==> src/rtl/ialu_flags_pkg.sv <==
package ialu_flags_pkg;

   localparam int NFLAGS = 6;
   localparam int FLG_CF = 0;
   localparam int FLG_PF = 1;
   localparam int FLG_AF = 2;
   localparam int FLG_ZF = 3;
   localparam int FLG_SF = 4;
   localparam int FLG_OF = 5;

   localparam logic [NFLAGS-1:0] WE_ALL    = 6'b111111;
   localparam logic [NFLAGS-1:0] WE_NO_CF  = 6'b111110;
   localparam logic [NFLAGS-1:0] WE_CF     = 6'b000001;
   localparam logic [NFLAGS-1:0] WE_NONE   = 6'b000000;

   typedef enum logic [3:0] {
      OP_ADD  = 4'd0,
      OP_ADC  = 4'd1,
      OP_SUB  = 4'd2,
      OP_SBB  = 4'd3,
      OP_INC  = 4'd4,
      OP_DEC  = 4'd5,
      OP_NEG  = 4'd6,
      OP_SETC = 4'd7,
      OP_CLRC = 4'd8
   } alu_op_e;

   typedef enum logic [1:0] {
      BSRC_SRC  = 2'd0,
      BSRC_ONE  = 2'd1,
      BSRC_DEST = 2'd2
   } bsrc_e;

   typedef struct packed {
      logic              arith;
      logic              zero_a;
      bsrc_e             bsrc;
      logic              invert_b;
      logic              carry_in;
      logic              borrow;
      logic              force_cf;
      logic              cf_val;
      logic [NFLAGS-1:0] we;
   } alu_ctl_t;

endpackage

==> src/rtl/alu_op_decode.sv <==
module alu_op_decode
   import ialu_flags_pkg::*;
(
   input  logic [3:0] op_i,
   input  logic       cf_i,
   output alu_ctl_t   ctl_o
);

   always_comb begin
      ctl_o          = '0;
      ctl_o.bsrc     = BSRC_SRC;
      ctl_o.we       = WE_NONE;
      case (op_i)
         OP_ADD: begin
            ctl_o.arith = 1'b1;
            ctl_o.we    = WE_ALL;
         end
         OP_ADC: begin
            ctl_o.arith    = 1'b1;
            ctl_o.carry_in = cf_i;
            ctl_o.we       = WE_ALL;
         end
         OP_SUB: begin
            ctl_o.arith    = 1'b1;
            ctl_o.invert_b = 1'b1;
            ctl_o.carry_in = 1'b1;
            ctl_o.borrow   = 1'b1;
            ctl_o.we       = WE_ALL;
         end
         OP_SBB: begin
            ctl_o.arith    = 1'b1;
            ctl_o.invert_b = 1'b1;
            ctl_o.carry_in = ~cf_i;
            ctl_o.borrow   = 1'b1;
            ctl_o.we       = WE_ALL;
         end
         OP_INC: begin
            ctl_o.arith = 1'b1;
            ctl_o.bsrc  = BSRC_ONE;
            ctl_o.we    = WE_NO_CF;
         end
         OP_DEC: begin
            ctl_o.arith    = 1'b1;
            ctl_o.bsrc     = BSRC_ONE;
            ctl_o.invert_b = 1'b1;
            ctl_o.carry_in = 1'b1;
            ctl_o.borrow   = 1'b1;
            ctl_o.we       = WE_NO_CF;
         end
         OP_NEG: begin
            ctl_o.arith    = 1'b1;
            ctl_o.zero_a   = 1'b1;
            ctl_o.bsrc     = BSRC_DEST;
            ctl_o.invert_b = 1'b1;
            ctl_o.carry_in = 1'b1;
            ctl_o.borrow   = 1'b1;
            ctl_o.we       = WE_ALL;
         end
         OP_SETC: begin
            ctl_o.force_cf = 1'b1;
            ctl_o.cf_val   = 1'b1;
            ctl_o.we       = WE_CF;
         end
         OP_CLRC: begin
            ctl_o.force_cf = 1'b1;
            ctl_o.we       = WE_CF;
         end
         default: begin
            ctl_o.we = WE_NONE;
         end
      endcase
   end

endmodule

==> src/rtl/alu_size_sel.sv <==
module alu_size_sel #(
   parameter int BYTE_W = 8,
   parameter int HALF_W = 16,
   parameter int DATA_W = 32
) (
   input  logic [1:0]        size_i,
   output logic [DATA_W-1:0] mask_o,
   output logic [2:0]        sel_o
);

   localparam int NSIZES = 3;
   localparam int SZ_TAB [NSIZES] = '{BYTE_W, HALF_W, DATA_W};

   logic [DATA_W-1:0] mask_tab [NSIZES];

   for (genvar g = 0; g < NSIZES; g++) begin : g_mask
      for (genvar b = 0; b < DATA_W; b++) begin : g_bit
         assign mask_tab[g][b] = (b < SZ_TAB[g]) ? 1'b1 : 1'b0;
      end
   end

   always_comb begin
      unique case (size_i)
         2'b00:   sel_o = 3'b001;
         2'b01:   sel_o = 3'b010;
         default: sel_o = 3'b100;
      endcase
   end

   always_comb begin
      mask_o = '0;
      for (int k = 0; k < NSIZES; k++) begin
         if (sel_o[k]) mask_o = mask_o | mask_tab[k];
      end
   end

endmodule

==> src/rtl/alu_adder.sv <==
module alu_adder #(
   parameter int BYTE_W = 8,
   parameter int HALF_W = 16,
   parameter int DATA_W = 32
) (
   input  logic [DATA_W-1:0] a_i,
   input  logic [DATA_W-1:0] b_i,
   input  logic              cin_i,
   input  logic [2:0]        sel_i,
   output logic [DATA_W-1:0] sum_o,
   output logic              cout_o,
   output logic              cmsb_o,
   output logic              cnib_o,
   output logic              msb_o
);

   localparam int NSIZES = 3;
   localparam int SZ_TAB [NSIZES] = '{BYTE_W, HALF_W, DATA_W};

   logic [DATA_W:0]   full;
   logic [NSIZES-1:0] cout_tab;
   logic [NSIZES-1:0] cmsb_tab;
   logic [NSIZES-1:0] msb_tab;

   assign full  = {1'b0, a_i} + {1'b0, b_i} + {{DATA_W{1'b0}}, cin_i};
   assign sum_o = full[DATA_W-1:0];

   for (genvar g = 0; g < NSIZES; g++) begin : g_tap
      assign cout_tab[g] = full[SZ_TAB[g]];
      assign cmsb_tab[g] = full[SZ_TAB[g]-1] ^ a_i[SZ_TAB[g]-1] ^ b_i[SZ_TAB[g]-1];
      assign msb_tab[g]  = full[SZ_TAB[g]-1];
   end

   assign cout_o = |(cout_tab & sel_i);
   assign cmsb_o = |(cmsb_tab & sel_i);
   assign msb_o  = |(msb_tab & sel_i);
   assign cnib_o = full[4] ^ a_i[4] ^ b_i[4];

endmodule

==> src/rtl/alu_flag_gen.sv <==
module alu_flag_gen
   import ialu_flags_pkg::*;
#(
   parameter int DATA_W = 32
) (
   input  logic [DATA_W-1:0] res_i,
   input  logic              cout_i,
   input  logic              cmsb_i,
   input  logic              cnib_i,
   input  logic              msb_i,
   input  logic              borrow_i,
   input  logic              force_cf_i,
   input  logic              cf_val_i,
   input  logic [NFLAGS-1:0] we_i,
   output logic [NFLAGS-1:0] flags_o
);

   logic [NFLAGS-1:0] raw;

   always_comb begin
      raw         = '0;
      raw[FLG_CF] = borrow_i ? ~cout_i : cout_i;
      raw[FLG_AF] = borrow_i ? ~cnib_i : cnib_i;
      raw[FLG_OF] = cout_i ^ cmsb_i;
      raw[FLG_SF] = msb_i;
      raw[FLG_ZF] = (res_i == '0);
      raw[FLG_PF] = ~(^res_i[7:0]);
      if (force_cf_i) begin
         raw         = '0;
         raw[FLG_CF] = cf_val_i;
      end
   end

   assign flags_o = raw & we_i;

endmodule

==> src/rtl/ialu_flags.sv <==
module ialu_flags
   import ialu_flags_pkg::*;
#(
   parameter int BYTE_W = 8,
   parameter int HALF_W = 16,
   parameter int DATA_W = 32
) (
   input  logic [DATA_W-1:0] dest_i,
   input  logic [DATA_W-1:0] src_i,
   input  logic              cf_i,
   input  logic [3:0]        op_i,
   input  logic [1:0]        size_i,
   output logic [DATA_W-1:0] result_o,
   output logic [5:0]        flags_o,
   output logic [5:0]        flag_we_o
);

   if (BYTE_W < 8) begin : g_bad_byte
      $error("BYTE_W must cover the parity byte");
   end
   if (HALF_W <= BYTE_W) begin : g_bad_half
      $error("HALF_W must exceed BYTE_W");
   end
   if (DATA_W <= HALF_W) begin : g_bad_data
      $error("DATA_W must exceed HALF_W");
   end

   alu_ctl_t          ctl;
   logic [DATA_W-1:0] wmask;
   logic [2:0]        wsel;
   logic [DATA_W-1:0] opa;
   logic [DATA_W-1:0] opb;
   logic [DATA_W-1:0] braw;
   logic [DATA_W-1:0] sum;
   logic [DATA_W-1:0] res;
   logic              cout;
   logic              cmsb;
   logic              cnib;
   logic              msb;

   alu_op_decode u_dec (
      .op_i  (op_i),
      .cf_i  (cf_i),
      .ctl_o (ctl)
   );

   alu_size_sel #(.BYTE_W(BYTE_W), .HALF_W(HALF_W), .DATA_W(DATA_W)) u_size (
      .size_i (size_i),
      .mask_o (wmask),
      .sel_o  (wsel)
   );

   always_comb begin
      unique case (ctl.bsrc)
         BSRC_ONE:  braw = {{(DATA_W-1){1'b0}}, 1'b1};
         BSRC_DEST: braw = dest_i;
         default:   braw = src_i;
      endcase
      opa = ctl.zero_a ? '0 : (dest_i & wmask);
      opb = (ctl.invert_b ? ~braw : braw) & wmask;
   end

   alu_adder #(.BYTE_W(BYTE_W), .HALF_W(HALF_W), .DATA_W(DATA_W)) u_add (
      .a_i    (opa),
      .b_i    (opb),
      .cin_i  (ctl.carry_in),
      .sel_i  (wsel),
      .sum_o  (sum),
      .cout_o (cout),
      .cmsb_o (cmsb),
      .cnib_o (cnib),
      .msb_o  (msb)
   );

   assign res = ctl.arith ? (sum & wmask) : '0;

   alu_flag_gen #(.DATA_W(DATA_W)) u_flg (
      .res_i      (res),
      .cout_i     (cout),
      .cmsb_i     (cmsb),
      .cnib_i     (cnib),
      .msb_i      (msb),
      .borrow_i   (ctl.borrow),
      .force_cf_i (ctl.force_cf),
      .cf_val_i   (ctl.cf_val),
      .we_i       (ctl.we),
      .flags_o    (flags_o)
   );

   assign result_o  = res;
   assign flag_we_o = ctl.we;

endmodule

==> config.mk <==
export PLATFORM = sky130hd
export DESIGN_NAME = ialu_flags
export DESIGN_NICKNAME = d
export VERILOG_FILES = /design/src/rtl/ialu_flags_pkg.sv /design/src/rtl/alu_op_decode.sv /design/src/rtl/alu_size_sel.sv /design/src/rtl/alu_adder.sv /design/src/rtl/alu_flag_gen.sv /design/src/rtl/ialu_flags.sv
export SDC_FILE = /design/constraint.sdc
export NUM_CORES = 1
export LEC_CHECK = 0
export ABC_AREA = 1
export ABC_CLOCK_PERIOD_IN_PS = 6600
export BUFFER_PORTS_ARGS = -buffer_cell sky130_fd_sc_hd__buf_2
export CORE_ASPECT_RATIO = 0.9
export CORE_MARGIN = 5
export CORE_UTILIZATION = 51
export DETAILED_ROUTE_END_ITERATION = 6
export PLACE_DENSITY = 0.9
export RECOVER_POWER = 100
export SLEW_MARGIN = 40
export SYNTH_ARGS = -nofsm -noshare
export SYNTH_HDL_FRONTEND = slang
export SYNTH_SLANG_ARGS = --single-unit
==> constraint.sdc <==
create_clock -name vclk -period 6.6
set_input_delay 1.32 -clock vclk [all_inputs]
set_output_delay 1.32 -clock vclk [all_outputs]
set_load 0.02 [all_outputs]
==> impl_metrics.yaml, run 1 <==
run_status:
  run_status: "finished, violations left"
  violations: "design-rule violations"
global_route:
  grt_max_degree: 41
  grt_pass1_wl_um: 22200
  gr-total-overflow: 0
  antenna_found_initial: 0
  grt_usage_pct: 25.6
  grt_pass1_vias: 5016
setup_path:
  cp-start-kind: "input port"
  max_stage_delay_ns: 0.35
  cp_max_fo: 20
  endpoint_kind: "output pin"
  critPathMostFrequentCell: "inv_1"
  cpMaxStageDelayCell: "ha_1"
  critPathArrivalTime_ns: 5.00
  critical_path_required_ns: 5.28
  cp_cell_sequence: "buf_2, inv_1, nand2_2, inv_1, nand3_2, ha_4, inv_1, nand2_4, buf_8, o21ai_0, xnor2_1, nor2_1, ha_1, nand2_1, inv_1, a21oi_1, nand2_1, a21oi_2, nand3_1, a21oi_1, nand2_1, nand3_1, nor2_2, buf_2"
  worstSetupPathType: "in2out"
synth:
  avgSynthCellArea_um2: 4.88
  yosys_warnings: 0
  synth_common_cells: "245 x nand2_1, 163 x inv_1, 94 x nor2_1"
  ys_top_cells_by_area: "nand2_1 22%, inv_1 15%, ha_1 11%, nor2_1 8.4%, nand3_1 7.9%"
  yosysSeqAreaShare_pct: 0
  netlist_instances: 859
  syn-num-nets: 969
  synth_cell_types: 38
  synth_top_area_share_pct: 21.9
  synth_most_common_cell: "nand2_1"
  synth_area_leader_cell: "nand2_1"
  netlist_area_mm2: 0.00419
routing:
  first_pass_iters: 7
  routed_wl_um: 13800
  initialDrtViolationCount: 696
  drt.antenna.violating_nets: 0
  via_per_inst: 5.44
  dr_total_vias: 5781
  drc_errors: 4
  wl_per_cell_um: 13.0
sta:
  max_slew.worst_pin.slew_ns: 0.711
  max_clock_freq_mhz: 158
  period_share_pct: 95.8
  post-route-min-period_ns: 6.32
  relSlewSlack_pct: 52.5
  slew_viol_final: 0
  hold_viol_final: 0
  fin_ws_ns: 0.275
  tns_ns: 0
  setup_violations: 0
power:
  p_leak_nw: 3.13
  power_density_mw_per_mm2: 121
  totalPowerFinal_w: 0.000607
  ir_drop_mv: 0.0704
die:
  ios: 115
  die_area_mm2: 0.0101
  dieHeight_um: 96.0
  fp.dieW_um: 106
  fp-row-count: 31
  coreArea_mm2: 0.00803
  start_util_pct: 52.2
cts:
  cts_resized: 0
  postCtsSetupBuffers: 0
  cts_hold_buf: 0
cells_and_area:
  final.fill_count: 772
  nets: 1075
  diodes: 0
  area_growth_pct: 19.3
  drive_gt1_share_pct: 19.4
  clkbuf_count: 0
  seq_cell_count: 0
  register_area_um2: 0
  multiInputGateArea_mm2: 0.00356
placed_design:
  dpl.hpwl_um: 11600
  post-place-ws_ns: 0.130
  gp_congestion: 1.02
  io_buffer_count: 115
hold_path:
  hp-class: "in2out"
flow_run:
  maxCapViolations: 0
## kinds of logic after synthesis
kind of cell / after synthesis / synth area share, %
adders and majority gates: 39 / 12.0
and+or+nand+nor: 477 / 49.8
xor gates and xnor gates: 14 / 3.10
AOI/OAI and AO/OA: 133 / 16.8
buffers and inverters: 196 / 18.2
## power breakdown
part           leakage (nW)  internal [W]  switching, W  total [W]
clock network             0             0             0          0
registers                 0             0             0          0
logic                  3.13      0.000210      0.000397   0.000607
total                  3.13      0.000210      0.000397   0.000607
## worst max-delay path: cells and delay by family
family,cells,cell delay (ns)
compound gates,4,0.90
buf+inv,7,0.77
simple gates,10,1.20
fa+ha+maj,2,0.63
xor+xnor,1,0.18
## final timing paths
kind | startpoint | endpoint | slack, ns | cells past startpoint
hold / removal | size_i[0] | flags_o[4] | 3.21 | 6
setup / recovery | op_i[3] | flags_o[3] | 0.28 | 24
## area by class of cell
class	instances	area share [%]
timing repair buffer	127	13.4
inverter	173	13.0
tap	99	2.48
multi-input combinational	663	71.1
## metrics by stage
step	area (um^2)	hold slack, ns	std cells	utilization, %
2_1_floorplan	4210	2.92	859	-
3_3_place_gp	4890	3.19	1062	60.9
3_5_place_dp	4890	3.20	1062	60.9
4_1_cts	4890	3.20	1062	60.9
5_1_grt	5000	3.26	1062	62.3
6_report	5000	3.21	1062	62.3
## layer usage
metal | part of all wire (%) | global-route usage, % | up-vias
met3 | 13 | 2.82 | 36
met5 | 0 | 0 | -
met1 | 42 | 37.5 | 2462
met4 | 1.9 | 3.88 | 0
met2 | 42 | 41.3 | 375
li1 | - | - | 2908
## layout by cell type (no fill, tap or decap), drive strengths merged, types with 3 or more instances in the layout
cell / instances
buf: 122
clkbuf: 5
nand4: 9
or2: 3
xor2: 9
o21bai: 5
nand3: 71
o21ai: 66
inv: 168
clkinv: 5
nand2: 259
a21oi: 57
nand3b: 13
nor2: 97
and2: 3
nor3: 20
ha: 37
xnor2: 5
Power figures use the tool's default switching activity.
==> inputs of run 2 (changes only) <==
Settings changed: CORE_ASPECT_RATIO 0.9 to 0.5.
==> impl_metrics.yaml, run 2 (same netlist as run 1, synthesis figures left out) <==
sta:
  post-route-min-period_ns: 6.38
  holdWs_ns: 3.21
  relSlewSlack_pct: 52.5
  slew_viol_final: 0
  period_share_pct: 96.7
  max_slew.worst_pin.slew_ns: 0.712
  tns_ns: 0
  rsz0062_at_grt: "yes"
  hold_viol_final: 0
  fin_ws_ns: 0.220
  setup_violations: 0
  max_clock_freq_mhz: 157
placed_design:
  io_buffer_count: 115
  gp_congestion: 1.00
  dp_cells: 1071
  dpl.hpwl_um: 11200
  post-place-ws_ns: 0.000349
die:
  fp-row-count: 23
  dieHeight_um: 74.1
  die_area_mm2: 0.0102
  coreArea_mm2: 0.00800
  start_util_pct: 52.4
  ios: 115
  fp.dieW_um: 138
setup_path:
  worstSetupPathType: "in2out"
  endpoint_kind: "output pin"
  cp-start-kind: "input port"
  cpMaxStageDelayCell: "fa_1"
  critPathArrivalTime_ns: 5.06
  critical_path_required_ns: 5.28
  max_stage_delay_ns: 0.43
  crit_end: "flags_o[3]"
  setup.worst_path.start: "op_i[3]"
  cp_max_fo: 5
routing:
  dr_total_vias: 5780
  routed_wl_um: 13800
  via_per_inst: 5.36
  first_pass_iters: 6
  drc_errors: 0
  initialDrtViolationCount: 583
  wl_per_cell_um: 12.8
  drt.antenna.violating_nets: 0
cells_and_area:
  fin_cells: 1078
  final_cell_mix: "240 x nand2_1, 162 x inv_1, 115 x buf_2"
  clkbuf_count: 0
  final_common_cell: "nand2_1"
  drive_gt1_share_pct: 20.7
  final.fill_count: 775
  register_area_um2: 0
  nets: 1078
  seq_cell_count: 0
  area_growth_pct: 21.0
  diodes: 0
global_route:
  grt_usage_pct: 24.5
  grt_pass1_vias: 5166
  antenna_found_initial: 0
  grt_max_degree: 44
  gr-total-overflow: 0
  grt_pass1_wl_um: 22200
power:
  totalPowerFinal_w: 0.000612
  ir_drop_mv: 0.0514
  p_leak_nw: 3.19
  power_density_mw_per_mm2: 121
cts:
  cts_hold_buf: 0
run_status:
  run_status: "finished, final reports clean"
flow_run:
  maxCapViolations: 0
hold_path:
  hp-class: "in2out"
[run 2: what timing repair did]
item                       in CTS  in global routing
setup endpoints to repair       0                 11
resized for setup               0                 49
setup buffers                   0                  7
[run 2: where the power goes]
group	total (W)	leakage, nW	internal (W)	switching [W]
Clock	0	0	0	0
Combinational	0.000612	3.19	0.000214	0.000399
Sequential	0	0	0	0
Total	0.000612	3.19	0.000214	0.000399
[run 2: worst max-delay path, delay by kind of cell]
family	cells	cell delay (ns)
compound gates	4	0.58
xor+xnor	1	0.16
fa+ha+maj	4	1.01
buf+inv	6	0.59
simple gates	14	1.41
[run 2: final cells by class]
type	instances	area (um^2)	share of cell area, %
multi-input combinational	663	3580	70.6
timing repair buffer	130	699	13.8
tap	112	140	2.76
inverter	173	651	12.8
[run 2: worst min-delay path by stage]
stage          startpoint     endpoint  cells past startpoint
3_3_place_gp    size_i[0]   flags_o[4]                      6
5_1_grt         size_i[0]   flags_o[4]                      6
2_1_floorplan     op_i[3]  result_o[6]                      3
6_report        size_i[0]   flags_o[4]                      6
3_5_place_dp    size_i[0]   flags_o[4]                      6
4_1_cts         size_i[0]   flags_o[4]                      6
[run 2: per-stage QoR]
step	util [%]	area [um^2]
final	63.4	5070
after global routing	63.4	5070
after CTS	60.9	4870
after detailed placement	60.9	4870
after global placement	60.9	4870
after floorplan	-	4210
[run 2: routing by layer]
layer,track usage [%],vias to the layer above,wire length (um)
li1,-,2927,-
met1,30.2,2523,5720
met2,45.3,288,6370
met3,4.17,42,1370
met4,7.01,0,298
met5,0,-,0
==> inputs of run 3 (changes only) <==
Settings changed: ABC_AREA 1 to default, CORE_UTILIZATION 51 to 50.
==> impl_metrics.yaml, run 3 <==
run_status:
  run_status: "finished, violations left"
  violations: "negative setup slack"
hold_path:
  hp-class: "in2out"
  hold_start: "op_i[2]"
global_route:
  grtUsageMet3_pct: 2.98
  grt_pass1_wl_um: 23000
  grt_usage_pct: 28.2
  grt_pass1_vias: 5124
  grtUsageMet2_pct: 52.8
  gr-total-overflow: 0
  use_met1_pct: 33.0
  antenna_found_initial: 0
  top_usage_layer: "met2"
  grt_max_degree: 44
routing:
  via_per_inst: 6.05
  first_pass_iters: 5
  initialDrtViolationCount: 487
  drt.antenna.violating_nets: 0
  wl_per_cell_um: 16.8
  drc_errors: 0
  dr_total_vias: 5162
  routed_wl_um: 14300
sta:
  post-route-min-period_ns: 6.96
  slew_viol_final: 0
  hold_viol_final: 0
  fin_ws_ns: -0.362
  relSlewSlack_pct: 53.3
  setup_violations: 5
  max_slew.worst_pin.slew_ns: 0.693
  period_share_pct: 105
  holdWs_ns: 3.11
  max_clock_freq_mhz: 144
  rsz0062_at_grt: "yes"
  tns_ns: -0.797
placed_design:
  post-place-ws_ns: -0.478
  io_buffer_count: 115
  place_area_mm2: 0.00513
  gp_congestion: 0.970
  dpl.hpwl_um: 11100
cts:
  cts_hold_buf: 0
cells_and_area:
  fin_util_pct: 74.2
  clkbuf_count: 0
  drive_gt1_share_pct: 38.4
  register_area_um2: 0
  final.fill_count: 475
  diodes: 0
  final_cell_mix: "113 x buf_4, 108 x buf_2, 49 x nor2_1"
  seq_cell_count: 0
  nets: 869
  final_common_cell: "buf_4"
  area_growth_pct: 45.4
  post-route-cell-area_mm2: 0.00542
synth:
  muxShareOfSynthArea_pct: 1.92
  yosys.area_share.simple_pct: 33.2
  synth_most_common_cell: "nor2_1"
  synth_area_leader_cell: "ha_1"
  ys_top_cells_by_area: "ha_1 12%, xnor2_1 11%, and2_1 7.1%, a21oi_1 5.5%, a22oi_1 5.4%"
  synth_common_cells: "50 x nor2_1, 48 x nand2_1, 45 x xnor2_1"
  synth_top_family_by_area: "simple AND/OR/NAND/NOR gates"
  synthXorXnorAreaFrac_pct: 15.3
  synth-compound-area-share_pct: 30.0
  yosysSeqAreaShare_pct: 0
  yosys_warnings: 0
  synth_top_area_share_pct: 12.4
  synthAdderAreaFrac_pct: 13.5
  syn-num-nets: 663
  synth_cell_types: 75
  netlist_instances: 553
  netlist_area_mm2: 0.00372
  avgSynthCellArea_um2: 6.73
die:
  start_util_pct: 51.0
  fp.dieW_um: 132
  fp-row-count: 22
  coreArea_mm2: 0.00729
  ios: 115
  dieHeight_um: 71.0
  die_area_mm2: 0.00938
power:
  seq_power_share_pct: 0
  switching_share_pct: 52.2
  p_clk_share_pct: 0
  p_int_w: 0.000390
  ir_drop_mv: 0.210
  net-switching-power_w: 0.000425
  power_density_mw_per_mm2: 150
  combinationalPowerShare_pct: 100.0
  p_leak_nw: 2.71
setup_path:
  worstSetupPathType: "in2out"
  endpoint_kind: "output pin"
  cp-start-kind: "input port"
  critical_path_required_ns: 5.28
  setup.worst_path.start: "op_i[3]"
  cp_max_fo: 3
  critPathArrivalTime_ns: 5.64
flow_run:
  maxCapViolations: 0
-- run 3: per-stage QoR --
stage,power (W),instances
after floorplan,0.000459,553
after global placement,0.000712,838
after detailed placement,0.000738,838
after CTS,0.000790,855
after global routing,0.000873,853
final,0.000815,853
-- run 3: cell families (layout without fill, tap and decap cells) --
logic type | Yosys count | after routing
AO/OA/AOI/OAI | 160 | 160
XOR/XNOR | 64 | 64
adder cells (fa/ha/maj) | 39 | 39
buffers and inverters | 53 | 257
multiplexers | 7 | 7
AND/OR/NAND/NOR | 230 | 230
-- run 3: final timing paths --
check / depth (start not counted) / end / slack (ns)
worst min-delay path: 4 / flag_we_o[0] / 3.11
worst max-delay path: 27 / flags_o[3] / -0.36
-- run 3: final cells by class --
class	count	area (um^2)	area share (%)
repair buffers	236	1560	28.9
well taps	96	120	2.22
multi-input cells	500	3650	67.3
inverters	21	86.3	1.59
-- run 3: layer usage --
layer	part of all wire, %	vias to the layer above
li1	-	2398
met3	7.6	77
met4	4.3	0
met5	0	-
met1	39	2383
met2	49	304
-- run 3: worst max-delay path: stages --
cell        delay [ns]
buf_8             0.10
clkinvlp_4        0.06
and3_4            0.20
inv_2             0.05
ha_4              0.17
a21oi_4           0.19
o21ai_4           0.09
xnor2_2           0.19
fa_2              0.24
inv_2             0.05
fa_2              0.39
a21o_1            0.21
nand3_1           0.09
nand2_1           0.07
a21oi_2           0.16
xnor2_1           0.09
nand2_1           0.10
ha_2              0.17
and4_1            0.19
o311ai_2          0.11
a221o_1           0.32
nor4_2            0.14
nand4b_1          0.16
and4bb_1          0.32
nand4b_1          0.18
nor3_4            0.16
buf_6             0.13
-- run 3: timing repair --
item	4_1_cts	5_1_grt
setup buffers	17	3
pin swaps	17	8
gates cloned	0	0
gates resized for setup	29	13
setup endpoints to repair	5	13
-- run 3: power groups by stage --
stage	Clock (W)	Sequential (W)	Combinational (W)
after floorplan	0	0	0.000459
after CTS	0	0	0.000790
after global routing	0	0	0.000873
after global placement	0	0	0.000712
after detailed placement	0	0	0.000738
final	0	0	0.000815
